<file path="src/rtl/raw_hazard_pkg.sv">
package raw_hazard_pkg;

    typedef enum logic [1:0] {
        SEL_REGFILE = 2'b00,
        SEL_WB      = 2'b01,
        SEL_MEM     = 2'b10
    } opnd_sel_e;

    typedef enum logic {
        ST_RUN  = 1'b0,
        ST_HOLD = 1'b1
    } hold_state_e;

endpackage

</file>
<file path="src/rtl/raw_fwd_select.sv">
module raw_fwd_select
    import raw_hazard_pkg::*;
#(
    parameter int REG_W = 5
) (
    input  logic [REG_W-1:0] src,
    input  logic [REG_W-1:0] mem_rd,
    input  logic             mem_we,
    input  logic [REG_W-1:0] wb_rd,
    input  logic             wb_we,
    output opnd_sel_e        sel
);
    localparam logic [REG_W-1:0] ZERO_REG = '0;

    logic mem_hit;
    logic wb_hit;

    assign mem_hit = mem_we && (mem_rd != ZERO_REG) && (mem_rd == src);
    assign wb_hit  = wb_we  && (wb_rd  != ZERO_REG) && (wb_rd  == src);

    // Younger producer (memory stage) has priority over write-back.
    always_comb begin
        if (mem_hit)     sel = SEL_MEM;
        else if (wb_hit) sel = SEL_WB;
        else             sel = SEL_REGFILE;
    end
endmodule

</file>
<file path="src/rtl/raw_load_use.sv">
module raw_load_use #(
    parameter int REG_W = 5
) (
    input  logic [REG_W-1:0] rd_src1,
    input  logic [REG_W-1:0] rd_src2,
    input  logic [REG_W-1:0] ld_rd,
    input  logic             ld_we,
    input  logic             ld_flag,
    output logic             hazard
);
    localparam logic [REG_W-1:0] ZERO_REG = '0;

    logic live_load;

    assign live_load = ld_flag && ld_we && (ld_rd != ZERO_REG);
    assign hazard    = live_load && ((ld_rd == rd_src1) || (ld_rd == rd_src2));
endmodule

</file>
<file path="src/rtl/raw_hold_fsm.sv">
module raw_hold_fsm
    import raw_hazard_pkg::*;
(
    input  logic clk,
    input  logic rst_n,
    input  logic hazard,
    output logic hold
);
    hold_state_e state_q;
    hold_state_e state_d;

    always_ff @(posedge clk or negedge rst_n) begin
        if (!rst_n) state_q <= ST_RUN;
        else        state_q <= state_d;
    end

    always_comb begin
        state_d = state_q;
        unique case (state_q)
            ST_RUN:  if (hazard) state_d = ST_HOLD;
            ST_HOLD: state_d = ST_RUN;
            default: state_d = ST_RUN;
        endcase
    end

    always_comb begin
        hold = 1'b0;
        unique case (state_q)
            ST_RUN:  hold = rst_n && hazard;
            ST_HOLD: hold = 1'b0;
            default: hold = 1'b0;
        endcase
    end
endmodule

</file>
<file path="src/rtl/raw_hazard_unit.sv">
module raw_hazard_unit
    import raw_hazard_pkg::*;
#(
    parameter int REG_W = 5
) (
    input  logic             clk,
    input  logic             rst_n,
    input  logic [REG_W-1:0] id_rs1,
    input  logic [REG_W-1:0] id_rs2,
    input  logic [REG_W-1:0] ex_rs1,
    input  logic [REG_W-1:0] ex_rs2,
    input  logic [REG_W-1:0] idex_rd,
    input  logic             idex_regwr,
    input  logic             idex_load,
    input  logic [REG_W-1:0] exmem_rd,
    input  logic             exmem_regwr,
    input  logic [REG_W-1:0] memwb_rd,
    input  logic             memwb_regwr,
    output logic [1:0]       fwd_a,
    output logic [1:0]       fwd_b,
    output logic             stall,
    output logic             bubble
);
    localparam int N_OPND = 2;

    logic [REG_W-1:0] ex_src [N_OPND];
    opnd_sel_e        sel    [N_OPND];
    logic             ld_hazard;
    logic             hold;

    assign ex_src[0] = ex_rs1;
    assign ex_src[1] = ex_rs2;

    for (genvar g = 0; g < N_OPND; g++) begin : g_opnd
        raw_fwd_select #(.REG_W(REG_W)) sel_i (
            .src    (ex_src[g]),
            .mem_rd (exmem_rd),
            .mem_we (exmem_regwr),
            .wb_rd  (memwb_rd),
            .wb_we  (memwb_regwr),
            .sel    (sel[g])
        );
    end

    assign fwd_a = sel[0];
    assign fwd_b = sel[1];

    raw_load_use #(.REG_W(REG_W)) lu_i (
        .rd_src1 (id_rs1),
        .rd_src2 (id_rs2),
        .ld_rd   (idex_rd),
        .ld_we   (idex_regwr),
        .ld_flag (idex_load),
        .hazard  (ld_hazard)
    );

    raw_hold_fsm fsm_i (
        .clk    (clk),
        .rst_n  (rst_n),
        .hazard (ld_hazard),
        .hold   (hold)
    );

    assign stall  = hold;
    assign bubble = hold;
endmodule

</file>
<file path="config.mk">
export PLATFORM = sky130hd
export DESIGN_NAME = raw_hazard_unit
export DESIGN_NICKNAME = d
export VERILOG_FILES = /design/src/rtl/raw_hazard_pkg.sv /design/src/rtl/raw_fwd_select.sv /design/src/rtl/raw_load_use.sv /design/src/rtl/raw_hold_fsm.sv /design/src/rtl/raw_hazard_unit.sv
export SDC_FILE = /design/constraint.sdc
export NUM_CORES = 1
export LEC_CHECK = 0
export ABC_CLOCK_PERIOD_IN_PS = 1810
export BUFFER_PORTS_ARGS = -buffer_cell sky130_fd_sc_hd__buf_2
export CORE_MARGIN = 2
export CORE_UTILIZATION = 34
export CTS_CLUSTER_SIZE = 14
export DETAILED_ROUTE_END_ITERATION = 6
export PLACE_DENSITY = 0.78
export RECOVER_POWER = 100
export SLEW_MARGIN = 40
export SYNTH_ARGS = -nofsm -noshare
export SYNTH_HDL_FRONTEND = slang
export SYNTH_SLANG_ARGS = --single-unit
</file>
<file path="constraint.sdc">
create_clock -name clk -period 1.81 [get_ports clk]
set_input_delay 0.2715 -clock clk [delete_from_list [all_inputs] [get_ports clk]]
set_output_delay 0.2715 -clock clk [all_outputs]
set_load 0.005 [all_outputs]
</file>
# After elaboration in Yosys (flattened, before gate mapping)
# Cells that the tools add are included.
[totals]
regBits = 1
in_bits = 41
output_inout_bits = 6
wordCells = 29
[classes]
eq_ne = 6
n_mux = 7
bitwise_logic = 1
reduce_logical = 14
[op_table]
columns = ["cell", "count"]
rows = [
  ["5-bit equality test", 6],
  ["5-bit nonzero test", 3],
  ["1-bit logical AND", 10],
  ["2-bit 2-to-1 mux", 2],
  ["1-bit case mux with 2 select lines", 2],
  ["1-bit 2-to-1 mux", 3],
  ["1-bit logical OR", 1],
  ["1-bit NOT", 1],
]

# Depth between registers and ports, before layout
# Gate-level depths: netlist (run 1).
[depth]
ltp_word = 5
ltp_mapped = 5
ltp_nobuf = 4

# Cells and area by module
# A second synthesis (run 1) with hierarchy kept.
[hier_totals]
hier_cells = 63
area_unflattened_um2 = 498.0
[by_module_without_submodules]
columns = ["module", "n_inst", "cells_per_inst", "area_per_inst_um2", "seq_area_each_um2"]
rows = [
  ["raw_fwd_select", 2, 21, 158.9, 0.0],
  ["raw_load_use", 1, 17, 132.6, 0.0],
  ["raw_hold_fsm", 1, 3, 40.0, 25.0],
  ["raw_hazard_unit", 1, 1, 7.5, 0.0],
]

# Least setup slack after synthesis (run 1)
# Ideal clock, no wire load.
[synth_timing]
kind = "input port to output port"
from = "in exmem_rd[2]"
to = "out fwd_a[0]"
arrival_ns = 1.298
required_ns = 1.539
path_slack_ns = 0.241
path_stages = 4
n_path_buf = 0
cell_sequence = "or4_1 -> o21ai_2 -> nor4_1 -> nor4_2"
[synth_between]
elab_chain_cells = 4
elab_cells_between_ends = 5
classes_between = "1 x eq/ne; 1 x mux; 3 x reduce/logical"
[synth_lines]
columns = ["element", "line_no", "rtl"]
rows = [
  ["start, declared", "raw_hazard_unit.sv:15", "input logic [REG_W-1:0] exmem_rd,"],
  ["5-bit nonzero test", "raw_fwd_select.sv:18", "assign mem_hit = mem_we && (mem_rd != ZERO_REG) && (mem_rd == src);"],
  ["1-bit logical AND", "raw_fwd_select.sv:18", ""],
  ["1-bit logical AND *", "raw_fwd_select.sv:18", ""],
  ["net g_opnd[0].sel_i.mem_hit", "raw_fwd_select.sv:15", "logic mem_hit;"],
  ["2-bit 2-to-1 mux *", "raw_fwd_select.sv:23", "if (mem_hit) sel = SEL_MEM;"],
  ["end, declared", "raw_hazard_unit.sv:19", "output logic [1:0] fwd_a,"],
]
# Mark *: on every way through the listed nets, which the timed path passes. The rest lies on a longest branch.

# Final worst setup path (run 1)
[layout_timing]
from = "in exmem_rd[2]"
to = "out fwd_a[0]"
[layout_between]
elab_chain_cells = 4
elab_cells_between_ends = 5
classes_between = "1 x eq/ne; 1 x mux; 3 x reduce/logical"
[layout_lines]
columns = ["element", "line_no"]
rows = [
  ["5-bit nonzero test", "raw_fwd_select.sv:18"],
  ["1-bit logical AND", "raw_fwd_select.sv:18"],
  ["1-bit logical AND *", "raw_fwd_select.sv:18"],
  ["2-bit 2-to-1 mux *", "raw_fwd_select.sv:23"],
]
# Mark *: on every way between the ends. The rest lies on a longest branch, timed or not.

==> qor.log, run 1 <==
[outcome] result of the run finished, violations left
[yosys] cell count after synthesis 57
[pwr] cell internal power dissipation 0.104 mW
[yosys] cell type with the largest total area after synthesis sky130_fd_sc_hd__xor2_1
[cells_and_area] Storage cell area 25.0 µm²
[timing] worst hold slack across all endpoints 0.0529 ns
[detailed_routing] detailed router's first-iteration violation count 4
[clocking] Skew-Pair Late Insertion Delay 0 ns
[pwr] switching share of power 42.7%
[cells_and_area] diode insertion count for antenna repair 0
[global_route] initial antenna violation count 0
[yosys] sequential element share of the synthesized area 5.42%
[yosys] Synth Register Bits 1
[worst_setup_path] critical-path cell list buf_2 -> or4_4 -> o21ai_4 -> nor4_2 -> nor4_2 -> buf_2
[worst_setup_path] reg2reg start fsm_i.state_q
[global_route] vias in the first global route 515
[place] number of buffer cells added on primary ports 46
[global_route] wire length of the first global-routing pass 2090 µm
[pwr] switching power summed over all nets 0.0779 mW
[die] count of standard-cell rows 13
[place] final weighted congestion in routability-driven placement 0.735
[detailed_routing] via count 566
[cells_and_area] area of the multi-input gates 463 µm²
[pwr] leakage 0.380 nW
[timing] final critical-path share of the clock period 101%
[pwr] PD cells 238 nW/µm²
[cells_and_area] proportion of layout cells with a drive suffix above 1 54.8%
[timing] Hold Vio Cnt, Final 0
[worst_setup_path] Top delay family on crit path simple AND/OR/NAND/NOR gates
[timing] setup repair after global routing missed its margin true
[worst_setup_path] critical path capture point type output pin
[yosys] net count after synthesis 98
[pwr] clock network fraction of total power 0%
[cells_and_area] Top Registers fsm_i.state_q x1
[pwr] Total Power Consumption 0.182 mW
[yosys] area share of the leading cell type in the synthesized netlist 45.5%
[worst_setup_path] data required time of the critical path 1.54 ns
[detailed_routing] total wirelength of the detailed-routed design 1400 µm
[global_route] overall global routing resource usage 18.1%
[detailed_routing] residual antenna-violating net count after detailed routing 0
[cells_and_area] number of inserted filler cells in the final layout 125
[worst_setup_path] slowest CP cell sky130_fd_sc_hd__or4_4
[yosys] synth top area cells sky130_fd_sc_hd__xor2_1 46%, sky130_fd_sc_hd__xnor2_1 11%, sky130_fd_sc_hd__or4_1 8.1%
[pwr] VDD IR-drop max 0.0902 mV
[die] Die Span X 40.9 µm
[cells_and_area] register ranked first by flip-flop count fsm_i.state_q
[die] die outline area 1670 µm²
[timing] Final Skew 0 ns
[timing] final critical delay including setup and external delays 1.82 ns
[worst_hold_path] worst min-delay path category input pin to asynchronous set/reset pin
[global_route] total overflow reported by the global router 0
[worst_setup_path] Crit. Startpoint exmem_rd[2]
[yosys] number of distinct library cell variants in the gate-level netlist after synthesis 16
[job] reported max-cap violation count 0
[cells_and_area] growth of design area from synthesis to finish 65.9%
[timing] pin slew with the least headroom to its limit 0.300 ns
[timing] highest clock rate 550 MHz
[detailed_routing] number of search-and-repair iterations in the first detailed-routing pass 4
[pwr] fraction of power consumed by sequential logic 12.8%
[detailed_routing] number of remaining DRC errors 0
[timing] setup slack of the critical path after layout -0.00977 ns
[detailed_routing] average wire per standard cell 11.8 µm
[cells_and_area] most frequent standard cell in the layout excluding fill and tap cells sky130_fd_sc_hd__buf_2
[detailed_routing] via/cell ratio 4.76
[cells_and_area] leading cell types in the layout, fill and taps excluded 45 x sky130_fd_sc_hd__buf_2, 24 x sky130_fd_sc_hd__xor2_1, 6 x sky130_fd_sc_hd__xnor2_1
[place] sum of net half-perimeters after detailed placement 1250 µm
[cells_and_area] Final #Nets 147
[worst_setup_path] CP max stage delay 0.54 ns
[timing] final number of setup-violating endpoints 1
[timing] worst relative slew slack 79.8%
[cells_and_area] flip-flop count of the largest register after layout 1
[global_route] pin count of the biggest net entering global routing 4
[pwr] Logic pwr share 87.2%
[worst_setup_path] WS Path Type input pin to output pin
[die] Die Height 40.9 µm
[worst_setup_path] combined buffer and inverter count along the critical path 2
[die] starting density of the core 35.9%
[yosys] mean instance size in the synthesized netlist 8.10 µm²
[timing] max-slew violation count 0
[worst_setup_path] data arrival time of the worst path 1.55 ns
[worst_setup_path] biggest fanout along the worst timing path 2
[worst_setup_path] Setup crit start kind input pin
[outcome] violated checks setup timing
[clocking] CTS clk-pin slew, worst paths 0 ns
[yosys] warning count from the yosys run 0
[yosys] Netlist Area Pre-Place 462 µm²
[die] I/O pin cnt 47
[die] core area 1280 µm²
==> power groups by stage <==
stage / Sequential (mW) / Combinational (mW) / Clock, mW
detailed placement: 0.0233 / 0.142 / 0
global placement: 0.0233 / 0.137 / 0
finish: 0.0233 / 0.159 / 0
floorplan: 0.0233 / 0.0626 / 0
CTS: 0.0233 / 0.154 / 0
global route: 0.0233 / 0.174 / 0
==> metrics by stage <==
step                       TNS, ns  cells  setup slack (ns)  instance area (µm²)  utilization (%)
after floorplan                  0     57             0.241                  462                -
after global placement           0    118           0.00975                  711             55.3
after detailed placement   -0.0297    118           -0.0206                  711             55.3
after CTS                 -0.00883    118          -0.00883                  751             58.4
after global routing       -0.0935    119           -0.0504                  766             59.6
final                     -0.00977    119          -0.00977                  766             59.6
==> worst register-to-register path, stage by stage, from the launching register on <==
cell,delay [ns]
sky130_fd_sc_hd__dfrtp_1,0.34
sky130_fd_sc_hd__nor3_1,0.21
sky130_fd_sc_hd__nor2b_1,0.15
==> timing repair <==
item,4_1_cts,5_1_grt
setup buffers,0,1
pin swaps,3,3
hold buffers,0,0
setup endpoints to repair,2,2
resized for setup,7,1
==> routing by layer <==
layer	wire length (µm)	GRT usage [%]	up-vias
li1	-	-	293
met1	539	21.5	262
met2	806	36.7	11
met3	58	0.543	0
met4	0	0	0
met5	0	0	-
==> cell usage after synthesis <==
cell type	instances
sky130_fd_sc_hd__nor2_1	3
sky130_fd_sc_hd__nor3_1	3
sky130_fd_sc_hd__o21ai_2	1
sky130_fd_sc_hd__buf_4	3
sky130_fd_sc_hd__or4_1	5
sky130_fd_sc_hd__nand3_1	2
sky130_fd_sc_hd__nor2b_1	1
sky130_fd_sc_hd__o21ai_1	1
sky130_fd_sc_hd__nor4_1	2
sky130_fd_sc_hd__and3b_1	1
sky130_fd_sc_hd__nand2_1	1
sky130_fd_sc_hd__xor2_1	24
sky130_fd_sc_hd__xnor2_1	6
sky130_fd_sc_hd__nor4_2	2
sky130_fd_sc_hd__dfrtp_1	1
sky130_fd_sc_hd__a22oi_1	1
==> kinds of logic after synthesis <==
logic type / Yosys count / synth area share [%]
xor gates and xnor gates: 30 / 56.9
and+or+nand+nor: 20 / 28.2
AOI/OAI and AO/OA: 3 / 4.61
buffers and inverters: 3 / 4.88
DFF: 1 / 5.42
==> path summary, 6_finish.rpt <==
kind                       cells past startpoint  slack [ns]             to
max                                            6       -0.01       fwd_a[0]
min in group clk                               2        0.53  fsm_i.state_q
max in group asynchronous                      1        1.67  fsm_i.state_q
max reg2reg                                    2        1.03  fsm_i.state_q
min reg2reg                                    2        0.53  fsm_i.state_q
min                                            1        0.05  fsm_i.state_q
==> layout make-up <==
type	instances	area share, %
multi-input cells	53	60.5
well taps	15	2.45
repair buffers	50	33.8
flip-flops and latches	1	3.27
Power figures use the tool's default switching activity.
==> run 2: changes to the inputs <==
RECOVER_POWER = unset   (was 100)
==> qor.log, run 2 (synthesis results as in run 1) <==
[outcome] result of the run finished, violations left
[outcome] violated checks setup timing
[cells_and_area] diode insertion count for antenna repair 0
[timing] final critical-path share of the clock period 101%
[worst_setup_path] critical path endpoint fwd_a[0]
[detailed_routing] total wirelength of the detailed-routed design 1410 µm
[clocking] CTS clk-pin slew, worst paths 0 ns
[detailed_routing] residual antenna-violating net count after detailed routing 0
[cells_and_area] proportion of layout cells with a drive suffix above 1 55.8%
[pwr] Total Power Consumption 0.183 mW
[worst_setup_path] cells on worst reg2reg path 2
[die] I/O pin cnt 47
[die] Die Span X 40.9 µm
[global_route] global-route met1 utilization 21.5%
[place] sum of net half-perimeters after detailed placement 1250 µm
[worst_setup_path] critical path capture point type output pin
[cells_and_area] flip-flop count of the largest register after layout 1
[cells_and_area] Top Registers fsm_i.state_q x1
[timing] final critical delay including setup and external delays 1.82 ns
[cells_and_area] growth of design area from synthesis to finish 66.1%
[worst_setup_path] reg2reg start fsm_i.state_q
[cells_and_area] non-filler cells in the finished layout 119
[cells_and_area] leading cell types in the layout, fill and taps excluded 46 x sky130_fd_sc_hd__buf_2, 24 x sky130_fd_sc_hd__xor2_1, 6 x sky130_fd_sc_hd__xnor2_1
[cells_and_area] cell area after layout 767 µm²
[timing] Final Skew 0 ns
[detailed_routing] via count 566
[global_route] total overflow reported by the global router 0
[detailed_routing] via/cell ratio 4.76
[cells_and_area] post-layout utilization of the core 59.7%
[worst_setup_path] data required time of the critical path 1.54 ns
[global_route] most utilized layer in the global route result met2
[worst_setup_path] Crit. Startpoint exmem_rd[2]
[timing] setup repair after global routing missed its margin true
[timing] setup slack of the critical path after layout -0.00977 ns
[detailed_routing] average wire per standard cell 11.8 µm
[worst_setup_path] R2R Path End fsm_i.state_q
[pwr] leakage 0.382 nW
[global_route] grt met3 use 0.543%
[worst_setup_path] Setup crit start kind input pin
[worst_setup_path] data arrival time of the worst path 1.55 ns
[timing] Hold Vio Cnt, Final 0
[cells_and_area] Final #Nets 147
[worst_setup_path] biggest fanout along the worst timing path 2
[pwr] VDD IR-drop max 0.0912 mV
[die] die outline area 1670 µm²
[timing] highest clock rate 550 MHz
[global_route] wire length of the first global-routing pass 2090 µm
[cells_and_area] most frequent standard cell in the layout excluding fill and tap cells sky130_fd_sc_hd__buf_2
[timing] worst relative slew slack 79.8%
[worst_hold_path] worst min-delay path category input pin to asynchronous set/reset pin
[global_route] initial antenna violation count 0
[global_route] grt met2 use 36.7%
[global_route] overall global routing resource usage 18.1%
[timing] worst hold slack across all endpoints 0.0529 ns
[job] reported max-cap violation count 0
[place] area of placed instances 711 µm²
[place] number of buffer cells added on primary ports 46
[global_route] pin count of the biggest net entering global routing 4
[die] Die Height 40.9 µm
[clocking] Skew-Pair Late Insertion Delay 0 ns
[place] final weighted congestion in routability-driven placement 0.735
[global_route] vias in the first global route 515
[worst_setup_path] Worst R2R Setup Slack 1.03 ns
[detailed_routing] detailed router's first-iteration violation count 4
[pwr] PD cells 238 nW/µm²
[detailed_routing] number of search-and-repair iterations in the first detailed-routing pass 4
[cells_and_area] register ranked first by flip-flop count fsm_i.state_q
[die] starting density of the core 35.9%
[die] core area 1280 µm²
[timing] TNS Setup -0.00977 ns
[timing] pin slew with the least headroom to its limit 0.300 ns
[worst_setup_path] WS Path Type input pin to output pin
[detailed_routing] number of remaining DRC errors 0
[place] worst slack at placement -0.0206 ns
[die] count of standard-cell rows 13
[timing] final number of setup-violating endpoints 1
[place] placed insts 118
[timing] max-slew violation count 0
[run 2: where the power goes]
part           leakage [nW]  switching [mW]  internal, mW  total [mW]
Combinational         0.369          0.0778        0.0816       0.159
Sequential           0.0139        0.000117        0.0232      0.0233
Clock                     0               0             0           0
Total                 0.382          0.0779         0.105       0.183
[run 2: worst min path at each step]
| stage | from | end | slack [ns] | cells after the start |
|---|---|---|---|---|
| final | rst_n | fsm_i.state_q | 0.05 | 1 |
| after detailed placement | rst_n | fsm_i.state_q | 0.05 | 1 |
| after global routing | rst_n | fsm_i.state_q | 0.06 | 1 |
| after global placement | rst_n | fsm_i.state_q | 0.05 | 1 |
| after CTS | rst_n | fsm_i.state_q | 0.05 | 1 |
| after floorplan | rst_n | fsm_i.state_q | -0.02 | 0 |
[run 2: area by class of cell]
cell class | instances | area, µm²
fill | 124 | 518
timing repair buffer | 50 | 260
sequential | 1 | 25.0
tap | 15 | 18.8
multi-input combinational | 53 | 463
[run 2: what timing repair did]
item,4_1_cts,5_1_grt
pin swaps,3,3
setup buffers,0,1
endpoints found under the setup margin,2,2
resized for setup,7,1
hold buffers,0,0
[run 2: metal layers]
layer	share of wire [%]	up-vias
met2	57	11
met4	0	0
li1	-	293
met1	38	262
met3	4.1	0
met5	0	-
[run 2: critical path, stage by stage]
cell and delay, ns:
sky130_fd_sc_hd__buf_2 0.10, sky130_fd_sc_hd__or4_4 0.54, sky130_fd_sc_hd__o21ai_4 0.15, sky130_fd_sc_hd__nor4_2 0.07, sky130_fd_sc_hd__nor4_2 0.26, sky130_fd_sc_hd__buf_2 0.15
